## src/rtl/nand_seq_pkg.sv

```systemverilog
`timescale 1ns/1ps
package nand_seq_pkg;

  localparam logic [3:0] OP_PAGE_RD    = 4'd0;
  localparam logic [3:0] OP_RAND_OUT   = 4'd1;
  localparam logic [3:0] OP_CACHE_NEXT = 4'd2;
  localparam logic [3:0] OP_CACHE_LAST = 4'd3;
  localparam logic [3:0] OP_PROG       = 4'd4;
  localparam logic [3:0] OP_PROG_CACHE = 4'd5;
  localparam logic [3:0] OP_PROG_LOAD  = 4'd6;
  localparam logic [3:0] OP_RAND_IN    = 4'd7;
  localparam logic [3:0] OP_PROG_CONF  = 4'd8;
  localparam logic [3:0] OP_ERASE      = 4'd9;
  localparam logic [3:0] OP_RESET      = 4'd10;
  localparam logic [3:0] OP_READ_ID    = 4'd11;
  localparam logic [3:0] OP_STATUS     = 4'd12;

  // Stage order is the bus order; the sequencer walks it upward.
  typedef enum logic [3:0] {
    ST_IDLE, ST_CMD1, ST_ADDR, ST_DW, ST_CMD2, ST_WAIT, ST_DR, ST_SCMD, ST_SRD, ST_FIN
  } stage_t;

  typedef enum logic [1:0] {RES_PASS = 2'd0, RES_FAIL = 2'd1, RES_TMO = 2'd2} res_t;
  typedef enum logic [1:0] {LEN_HOST, LEN_FOUR, LEN_ONE} len_t;

  typedef struct packed {
    logic       ok;
    logic [7:0] c1;
    logic [2:0] naddr;
    logic       row_only;
    logic       zaddr;
    logic       wr;
    logic       rd;
    len_t       len;
    logic       has_c2;
    logic [7:0] c2;
    logic       wt;
    logic       chk;
  } desc_t;

  function automatic desc_t decode_op(input logic [3:0] op);
    desc_t r;
    r = '0;
    r.ok = 1'b1;
    case (op)
      OP_PAGE_RD:    begin r.c1 = 8'h00; r.naddr = 3'd5; r.rd = 1'b1; r.has_c2 = 1'b1; r.c2 = 8'h30; r.wt = 1'b1; end
      OP_RAND_OUT:   begin r.c1 = 8'h05; r.naddr = 3'd2; r.rd = 1'b1; r.has_c2 = 1'b1; r.c2 = 8'hE0; end
      OP_CACHE_NEXT: begin r.c1 = 8'h31; r.rd = 1'b1; r.wt = 1'b1; end
      OP_CACHE_LAST: begin r.c1 = 8'h3F; r.rd = 1'b1; r.wt = 1'b1; end
      OP_PROG:       begin r.c1 = 8'h80; r.naddr = 3'd5; r.wr = 1'b1; r.has_c2 = 1'b1; r.c2 = 8'h10; r.wt = 1'b1; r.chk = 1'b1; end
      OP_PROG_CACHE: begin r.c1 = 8'h80; r.naddr = 3'd5; r.wr = 1'b1; r.has_c2 = 1'b1; r.c2 = 8'h15; r.wt = 1'b1; r.chk = 1'b1; end
      OP_PROG_LOAD:  begin r.c1 = 8'h80; r.naddr = 3'd5; r.wr = 1'b1; end
      OP_RAND_IN:    begin r.c1 = 8'h85; r.naddr = 3'd2; r.wr = 1'b1; end
      OP_PROG_CONF:  begin r.c1 = 8'h10; r.wt = 1'b1; r.chk = 1'b1; end
      OP_ERASE:      begin r.c1 = 8'h60; r.naddr = 3'd3; r.row_only = 1'b1; r.has_c2 = 1'b1; r.c2 = 8'hD0; r.wt = 1'b1; r.chk = 1'b1; end
      OP_RESET:      begin r.c1 = 8'hFF; r.wt = 1'b1; end
      OP_READ_ID:    begin r.c1 = 8'h90; r.naddr = 3'd1; r.zaddr = 1'b1; r.rd = 1'b1; r.len = LEN_FOUR; end
      OP_STATUS:     begin r.c1 = 8'h70; r.rd = 1'b1; r.len = LEN_ONE; end
      default:       r.ok = 1'b0;
    endcase
    return r;
  endfunction

endpackage

```

## src/rtl/nand_seq_sync.sv

```systemverilog
`timescale 1ns/1ps
module nand_seq_sync #(
  parameter int STAGES = 2
) (
  input  logic clk,
  input  logic rst,
  input  logic d,
  output logic q
);
  logic [STAGES-1:0] sr;

  always_ff @(posedge clk) begin
    if (rst) sr <= '1;
    else     sr <= {sr[STAGES-2:0], d};
  end

  assign q = sr[STAGES-1];
endmodule

```

## src/rtl/nand_seq_wait_tmr.sv

```systemverilog
`timescale 1ns/1ps
module nand_seq_wait_tmr #(
  parameter int TMO_W = 16,
  parameter int GUARD = 3
) (
  input  logic             clk,
  input  logic             rst,
  input  logic             run,
  input  logic [TMO_W-1:0] limit,
  output logic             guard_ok,
  output logic             expired
);
  logic [TMO_W-1:0] cnt;

  always_ff @(posedge clk) begin
    if (rst || !run)   cnt <= '0;
    else if (!expired) cnt <= cnt + 1'b1;
  end

  assign guard_ok = cnt >= TMO_W'(GUARD);
  assign expired  = cnt >= limit;

  AST_TMR_FRESH: assert property (@(posedge clk) disable iff (rst) $rose(run) |-> cnt == '0);
  AST_TMR_FREEZE: assert property (@(posedge clk) disable iff (rst) (run && expired) |=> (!run || $stable(cnt)));
endmodule

```

## src/rtl/nand_seq.sv

```systemverilog
`timescale 1ns/1ps
module nand_seq
  import nand_seq_pkg::*;
#(
  parameter int CNT_W  = 12,
  parameter int TMO_W  = 16,
  parameter int COL_W  = 16,
  parameter int ROW_W  = 24,
  parameter int GUARD  = 3,
  parameter int SYNC_N = 2
) (
  input  logic             clk,
  input  logic             rst,
  input  logic             start,
  input  logic [3:0]       op,
  input  logic [ROW_W-1:0] page,
  input  logic [COL_W-1:0] col,
  input  logic [CNT_W-1:0] count,
  input  logic [TMO_W-1:0] tmo_cycles,
  output logic             busy,
  output logic             done,
  output logic [1:0]       result,
  input  logic [7:0]       wr_data,
  input  logic             wr_valid,
  output logic             wr_ready,
  output logic [7:0]       rd_data,
  output logic             rd_valid,
  input  logic             rd_ready,
  output logic             cle,
  output logic             ale,
  output logic             ce_n,
  output logic             we_n,
  output logic             re_n,
  output logic [7:0]       dq_out,
  output logic             dq_oe,
  input  logic [7:0]       dq_in,
  input  logic             rb_n
);
  localparam int ADDR_W = ROW_W + COL_W;
  localparam int COL_B  = COL_W / 8;

  stage_t           st;
  logic [1:0]       ph;
  desc_t            d, dcd;
  logic [ROW_W-1:0] row_r;
  logic [COL_W-1:0] col_r;
  logic [CNT_W-1:0] n_r, k;
  logic             stat_fail;
  logic             rb_s, guard_ok, expired;
  logic [ADDR_W-1:0] addr_all;
  int               addr_idx;
  logic [7:0]       beat;
  logic             last_beat, is_cmd, is_wbeat;
  stage_t           nxt;

  function automatic logic present(stage_t s, desc_t dd, logic [CNT_W-1:0] n);
    case (s)
      ST_CMD1, ST_FIN: return 1'b1;
      ST_ADDR:         return dd.naddr != 3'd0;
      ST_DW:           return dd.wr && (n != '0);
      ST_CMD2:         return dd.has_c2;
      ST_WAIT:         return dd.wt;
      ST_DR:           return dd.rd && (n != '0);
      ST_SCMD, ST_SRD: return dd.chk;
      default:         return 1'b0;
    endcase
  endfunction

  function automatic stage_t next_stage(stage_t cur, desc_t dd, logic [CNT_W-1:0] n);
    stage_t r;
    r = ST_FIN;
    for (int i = 9; i >= 1; i--) begin
      if (4'(i) > cur && present(stage_t'(4'(i)), dd, n)) r = stage_t'(4'(i));
    end
    return r;
  endfunction

  nand_seq_sync #(.STAGES(SYNC_N)) u_rb_sync (
    .clk(clk), .rst(rst), .d(rb_n), .q(rb_s)
  );

  nand_seq_wait_tmr #(.TMO_W(TMO_W), .GUARD(GUARD)) u_wait_tmr (
    .clk(clk), .rst(rst), .run(st == ST_WAIT), .limit(tmo_cycles),
    .guard_ok(guard_ok), .expired(expired)
  );

  assign dcd      = decode_op(op);
  assign addr_all = {row_r, col_r};
  assign wr_ready = (st == ST_DW) && (ph == 2'd0);
  assign is_cmd   = (st == ST_CMD1) || (st == ST_CMD2) || (st == ST_SCMD);
  assign is_wbeat = is_cmd || (st == ST_ADDR) || (st == ST_DW);
  assign nxt      = next_stage(st, d, n_r);

  always_comb begin
    addr_idx = d.row_only ? int'(k) + COL_B : int'(k);
    case (st)
      ST_CMD1: beat = d.c1;
      ST_CMD2: beat = d.c2;
      ST_SCMD: beat = 8'h70;
      ST_ADDR: beat = d.zaddr ? 8'h00 : addr_all[addr_idx*8 +: 8];
      ST_DW:   beat = wr_data;
      default: beat = 8'h00;
    endcase
    case (st)
      ST_ADDR:      last_beat = (k + 1'b1) == CNT_W'(d.naddr);
      ST_DW, ST_DR: last_beat = (k + 1'b1) == n_r;
      default:      last_beat = 1'b1;
    endcase
  end

  always_ff @(posedge clk) begin
    if (rst) begin
      st <= ST_IDLE; ph <= 2'd0; d <= '0; row_r <= '0; col_r <= '0;
      n_r <= '0; k <= '0; stat_fail <= 1'b0;
      busy <= 1'b0; done <= 1'b0; result <= RES_PASS;
      rd_data <= 8'h00; rd_valid <= 1'b0;
      cle <= 1'b0; ale <= 1'b0; ce_n <= 1'b1; we_n <= 1'b1; re_n <= 1'b1;
      dq_out <= 8'h00; dq_oe <= 1'b0;
    end else begin
      done <= 1'b0;
      if (st == ST_IDLE) begin
        if (start && dcd.ok) begin
          d <= dcd; row_r <= page; col_r <= col; k <= '0; ph <= 2'd0;
          case (dcd.len)
            LEN_FOUR: n_r <= CNT_W'(4);
            LEN_ONE:  n_r <= CNT_W'(1);
            default:  n_r <= count;
          endcase
          busy <= 1'b1; ce_n <= 1'b0; stat_fail <= 1'b0; st <= ST_CMD1;
        end
      end else if (is_wbeat) begin
        if (ph == 2'd0) begin
          if (st != ST_DW || wr_valid) begin
            we_n <= 1'b0; dq_oe <= 1'b1; dq_out <= beat;
            cle <= is_cmd; ale <= (st == ST_ADDR); ph <= 2'd1;
          end
        end else begin
          we_n <= 1'b1; cle <= 1'b0; ale <= 1'b0; ph <= 2'd0;
          if (last_beat) begin st <= nxt; k <= '0; end
          else k <= k + 1'b1;
        end
      end else if (st == ST_WAIT) begin
        dq_oe <= 1'b0;
        if (guard_ok && rb_s) st <= nxt;
        else if (expired) begin
          result <= RES_TMO; done <= 1'b1; busy <= 1'b0; ce_n <= 1'b1; st <= ST_IDLE;
        end
      end else if (st == ST_DR || st == ST_SRD) begin
        case (ph)
          2'd0: begin re_n <= 1'b0; dq_oe <= 1'b0; ph <= 2'd1; end
          2'd1: begin
            re_n <= 1'b1;
            if (st == ST_SRD) begin stat_fail <= dq_in[0]; ph <= 2'd0; st <= nxt; end
            else begin rd_data <= dq_in; rd_valid <= 1'b1; ph <= 2'd2; end
          end
          default: if (rd_ready) begin
            rd_valid <= 1'b0; ph <= 2'd0;
            if (last_beat) begin st <= nxt; k <= '0; end
            else k <= k + 1'b1;
          end
        endcase
      end else begin
        result <= (d.chk && stat_fail) ? RES_FAIL : RES_PASS;
        done <= 1'b1; busy <= 1'b0; ce_n <= 1'b1; dq_oe <= 1'b0; st <= ST_IDLE;
      end
    end
  end

  AST_LATCH_EXCL: assert property (@(posedge clk) disable iff (rst) !(cle && ale));
  AST_STROBE_EXCL: assert property (@(posedge clk) disable iff (rst) !(!we_n && !re_n));
  AST_CE_HELD: assert property (@(posedge clk) disable iff (rst) busy |-> !ce_n);
  AST_IDLE_QUIET: assert property (@(posedge clk) disable iff (rst) !busy |-> (we_n && re_n && ce_n));
  AST_RD_HOLD: assert property (@(posedge clk) disable iff (rst) (rd_valid && !rd_ready) |=> (rd_valid && $stable(rd_data)));
  AST_DONE_PULSE: assert property (@(posedge clk) disable iff (rst) done |=> !done);
  AST_RESULT_CODE: assert property (@(posedge clk) disable iff (rst) done |-> result != 2'd3);
endmodule

```

## config.mk

```make
export PLATFORM = sky130hd
export DESIGN_NAME = nand_seq
export DESIGN_NICKNAME = d
export VERILOG_FILES = /design/src/rtl/nand_seq_pkg.sv /design/src/rtl/nand_seq_sync.sv /design/src/rtl/nand_seq_wait_tmr.sv /design/src/rtl/nand_seq.sv
export SDC_FILE = /design/constraint.sdc
export NUM_CORES = 1
export LEC_CHECK = 0
export BUFFER_PORTS_ARGS = -buffer_cell sky130_fd_sc_hd__buf_2
export CORE_MARGIN = 1
export CORE_UTILIZATION = 52
export DETAILED_ROUTE_END_ITERATION = 7
export MAX_ROUTING_LAYER = met4
export PLACE_DENSITY = 0.86
export SETUP_SLACK_MARGIN = 0.4
export SKIP_LAST_GASP = 1
export SLEW_MARGIN = 10
export SYNTH_ARGS = -nofsm -noshare
export SYNTH_HDL_FRONTEND = slang
export SYNTH_SLANG_ARGS = --single-unit
```

## constraint.sdc

```tcl
create_clock -name clk -period 2.8 [get_ports clk]
set_input_delay 0.56 -clock clk [delete_from_list [all_inputs] [get_ports clk]]
set_output_delay 0.56 -clock clk [all_outputs]
set_load 0.005 [all_outputs]
```

**Word level (Yosys, flattened, before mapping)**

Cells that the tools add are included.

- Flip-flop bits (word level): 142
- Bits in latches: 0
- RAM bits: 0
- Bits in read-only memories: 0
- Input port bits: 94
- Output and inout bits: 28
- Word-level logic and storage cells: 256
- Memories: 0

- $add $sub $neg: 3
- Multipliers: 0
- Div/mod/pow operators: 0
- $lt $le $gt $ge: 10
- Equal/unequal tests: 48
- Shift-type cells: 1
- Muxes and demuxes: 100
- Bitwise gates (word level): 5
- Reductions and logical operators: 58

Operators by type and width:

| cell | count |
|---|---|
| $mux 12 | 9 |
| $pmux 8 s10 | 1 |
| $mux 4 | 18 |
| $mux 1 | 47 |
| $pmux 9 s5 | 1 |
| $pmux 8 s5 | 1 |
| $shiftx 40x17->8 | 1 |
| $eq 4x3->1 const B | 8 |
| $mux 2 | 13 |
| $eq 4x4->1 const B | 6 |
| $pmux 12 s2 | 1 |
| $reduce_and 6->1 | 4 |
| $reduce_and 5->1 | 4 |
| $add 16x1->16 const B | 1 |
| $eq 4x2->1 const B | 4 |
| $ge 16x16->1 | 1 |
| $ge 16x2->1 const B | 1 |
| $gt 3x4->1 const A | 4 |
| $add 12x2->13 const B | 1 |
| $logic_and 1x1->1 | 13 |
| $mux 13 | 1 |
| $reduce_or 13->1 | 1 |
| $add 12x1->12 const B | 1 |
| $eq 12x12->1 | 1 |
| 40 further kinds | 82 |

**Longest topological paths before layout**

- Word-level depth: 17
- Gate-level depth with buffers: 12
- Gate-level depth less buffers: 10

**Hierarchy**

From an unflattened synthesis, not the netlist that was laid out.

- Cells, all modules: 974
- Area total of the unflattened synthesis: 7623.6 µm²

By module, submodules not included:

| module | instances | cells an instance | area an instance (µm²) |
|---|---|---|---|
| nand_seq | 1 | 819 | 6398.6 |
| nand_seq_wait_tmr | 1 | 151 | 1172.4 |
| nand_seq_sync | 1 | 4 | 52.6 |

**Worst setup path before layout**

Ideal clock, no wire load.

- Path kind: flip-flop to flip-flop
- From: register k[1]
- To: register st[0]
- Library setup time: 0.116 ns
- Data arrival time: 2.882 ns
- Slack: -0.198 ns
- Cell stages (with the launch flop): 12
- Path buffers: 2
- Path through: dfxtp_1 -> ha_1 -> clkbuf_1 -> nand3_1 -> nor4_1 -> o21ai_0 -> nor3b_1 -> nor2_1 -> or4_1 -> buf_2 -> a211o_1 -> a31o_1

- Longest elaborated chain between the ends: 10
- Elaborated cells on any way between the ends: 12
- Those cells by class: add/sub (1); eq/ne (2); mux (9)

Ends and longest elaborated chain:

| element | RTL line | text |
|---|---|---|
| start, declared | nand_seq.sv:47 | `logic [CNT_W-1:0] n_r, k;` |
| start signal, assigned | nand_seq.sv:140 | `else k <= k + 1'b1;` |
| start signal, assigned | nand_seq.sv:159 | `else k <= k + 1'b1;` |
| $add 12x1->12 (*) | nand_seq.sv:105, nand_seq.sv:106 |  |
| $eq 12x12->1 / $eq 12x3->1 (equally long branches) | nand_seq.sv:106, nand_seq.sv:105 |  |
| $pmux 1 s2 (*) | nand_seq.sv:104 | `case (st)` |
| $mux 4 (*) | -- |  |
| $mux 4 | -- |  |
| $pmux 4 s2 | -- |  |
| $mux 4 (2 in series) | -- |  |
| $mux 4 (*) (2 in series) | -- |  |
| end signal, assigned | nand_seq.sv:144 | `if (guard_ok && rb_s) st <= nxt;` |
| end, declared | nand_seq.sv:42 | `stage_t st;` |

Mark *: on every way between the ends. The rest lies on a longest branch, timed or not. The select of a mux whose other input is x is not followed.
A chain may end at the register's enable or synchronous reset.

**Worst setup path after layout**

- From: register k[3]
- To: register st[0]

The elaborated chain is that of the path after synthesis.

==> run summary <==
I/O pin count - 122
CP Launch Point - k[3]$_SDFFE_PP0P_
total number of vias - 7,916
share of the synthesized area in the top cell type - 36.56%
Overall Power - 7.968 mW
chip width - 122.1 um
drt pass-1 iters - 5
post-synthesis async set-or-reset flop share - 0%
GRT Residual Overflow - 0
Max VDD drop - 0.0005239 V
Distinct cells, synth - 63
FILL cells - 1,113
cell with the most instances after synthesis - nand2_1
row count - 43
syn_nets - 1,096
count of input and output buffers - 121
Fmax - 365.7 MHz
number of global-route vias before repair - 7,113
clock slew at reported path FFs - 0.06 ns
Cell Pwr Density - 841.5 mW/mm^2
cts bufs inserted - 17
Setup Viol. Count Final - 0
R2R Path Start - k[3]$_SDFFE_PP0P_
final WL - 21,840 um
Setup crit end kind - register
GRT met2 Usage - 46.82%
Core Area - 0.01399 sq mm
Worst Path Max Fanout - 6
Worst Setup Slack, final - 0.06564 ns
DIE AREA - 0.01491 sq mm
yosys warns - 0
unrepaired setup endpoints after global routing - true
Data arrival, critical path - 3.05 ns
Avg Inst Size Synth - 7.654 sq um
H-tree Lvls - 4
Iteration-0 DRC Markers - 792
Area Overhead vs Synth - 26.24%
Hold Fails Final Rpt - 0
vias per cell - 6.029
final worst path period need - 2.734 ns
drt drc - 0
max-cap violations - 0
ant diodes - 0
ranking of synthesized cells by area - dfxtp_1 37%, nand2_1 8.3%, a21oi_1 8.1%, nor2_1 4.8%, ha_1 3.7%
Hold Crit Class - in2reg
nets - 1,236
layout cells sized above 1 - 24.27%
Top Usage Layer GRT - met2
dpl ws - 0.04912 ns
dpl cell area - 0.008672 sq mm
Worst-Margin Slew - 0.7954 ns
Synth Instances - 980
critical path required time - 3.12 ns
Clock Tree Buf Depth - 2
Die H - 122.1 um
synth cell count leaders - 166 x nand2_1, 137 x dfxtp_1, 122 x a21oi_1, 95 x nor2_1, 53 x clkbuf_1
Initial Util - 53.62%
Synth area leader - dfxtp_1
Main synth FF type - dfxtp_1
Worst Hold Launch - rb_n
Netlist Area Pre-Place - 0.007501 sq mm
post-route design area - 0.009469 sq mm
CP Launch Type - register
M1 GR Usage - 40.22%
Crit Path Category - reg2reg
Worst Skew - 0.008815 ns
first-pass GRT wire length - 34,450 um
CTS tree - yes
largest net degree at the start of global routing - 81
Final ANT Viol Nets - 0
outcome - finished clean
Root Buffer - clkbuf_16
per-cell routed wire length - 16.63 um
Post-DP HPWL - 14,740 um
Final Util - 67.69%
Routability Congestion - 0.9326
Skew-Pair Late Insertion Delay - 0.43 ns
routing usage on met3 - 5.712%
Slew Viols, Final - 0
initial antenna violation count - 0
slew margin rel. - 46.97%
period utilization - 97.66%
post-synthesis sequential area ratio - 36.56%
post-synthesis register bit count - 137
EDFF count, synth - 0
GR Util All Layers - 30.35%
CTS Sinks - 137
Lkg Pwr - 3.794 nW
## per-stage QoR
step	instances	setup TNS [ns]	hold slack (ns)
after floorplan	980	0	0.3895
after global placement	1277	0	0.3947
after detailed placement	1277	0	0.4039
after CTS	1310	0	0.3083
after global routing	1313	-0.1712	0.3081
final	1313	0	0.3150
## registers in the layout, summed over array words and instances (netlist names), 4 cells and up
signal          flops
n_r                12
col_r              16
k                  12
st                  4
d                  21
row_r              24
rd_data             8
u_wait_tmr.cnt     16
dq_out              8
## path summary, 6_finish.rpt
check,endpoint,slack [ns],depth (start not counted)
max,st[0]$_SDFFE_PP0P_,0.07,9
min,u_rb_sync.sr[0]$_SDFF_PP1_,0.32,2
max reg2reg,st[0]$_SDFFE_PP0P_,0.07,9
min reg2reg,u_rb_sync.sr[1]$_SDFF_PP1_,0.42,1
## kinds of logic after synthesis
kind of cell,Yosys count,share of synthesized area [%]
simple gates,445,28.32
compound gates,235,18.73
flops,137,36.56
buf+inv,90,4.670
xor+xnor,34,4.420
fa+ha+maj,22,3.670
mux,17,3.620
## where the power goes
| group | internal, mW | total, mW | switching [mW] |
|---|---|---|---|
| logic | 1.28 | 3.10 | 1.82 |
| registers | 2.24 | 2.46 | 0.215 |
| clock network | 1.48 | 2.41 | 0.931 |
| total | 5.00 | 7.97 | 2.97 |
## cell usage in the layout, fill, tap and decap left out, types with 4 or more instances in the layout
cell type,n
nand2_1,166
dfxtp_1,132
a21oi_1,120
buf_2,120
nor2_1,92
buf_4,56
o21ai_0,32
nand3_1,25
inv_1,25
nor3_1,23
ha_1,21
nand4_1,19
nor3b_1,18
clkbuf_16,18
and3_1,17
xnor2_1,16
xor2_1,14
nand2b_1,13
nor4_1,13
nor2b_1,12
o211ai_1,11
a211oi_1,8
mux2i_1,8
a31oi_1,8
mux4_2,8
a21o_1,7
or2_2,5
nand4b_1,5
o221ai_1,5
inv_6,5
and2_1,4
dfxtp_2,4
buf_12,4
## layer usage
layer | vias up | share of wire, %
li1 | 3768 | -
met1 | 3673 | 43
met2 | 430 | 46
met3 | 45 | 8.9
met4 | 0 | 2.1
met5 | - | 0
## final cells by class
| class | count | area, sq um | share of cell area [%] |
|---|---|---|---|
| timing repair buffer | 183 | 1139 | 12.02 |
| clock buffer | 19 | 454.2 | 4.797 |
| inverter | 26 | 97.59 | 1.031 |
| tap | 180 | 225.2 | 2.378 |
| clock inverter | 13 | 177.7 | 1.876 |
| multi-input combinational | 755 | 4624 | 48.84 |
| sequential | 137 | 2751 | 29.06 |
## critical path: stages (launching register included)
cell	delay [ns]
dfxtp_1	0.39
buf_4	0.18
and3_1	0.18
and4_1	0.26
xor2_1	0.23
nand3_1	0.12
o22a_1	0.24
or4_4	0.58
a211o_1	0.28
a31o_1	0.18
## what timing repair did
action | 4_1_cts | 5_1_grt
hold buffers | 0 | 0
buffers inserted | 1 | 1
resized for setup | 10 | 22
pin swaps | 9 | 3
gates cloned | 0 | 2
setup endpoints to repair | 39 | 46
Note: power is estimated with default switching activity, not from simulation.
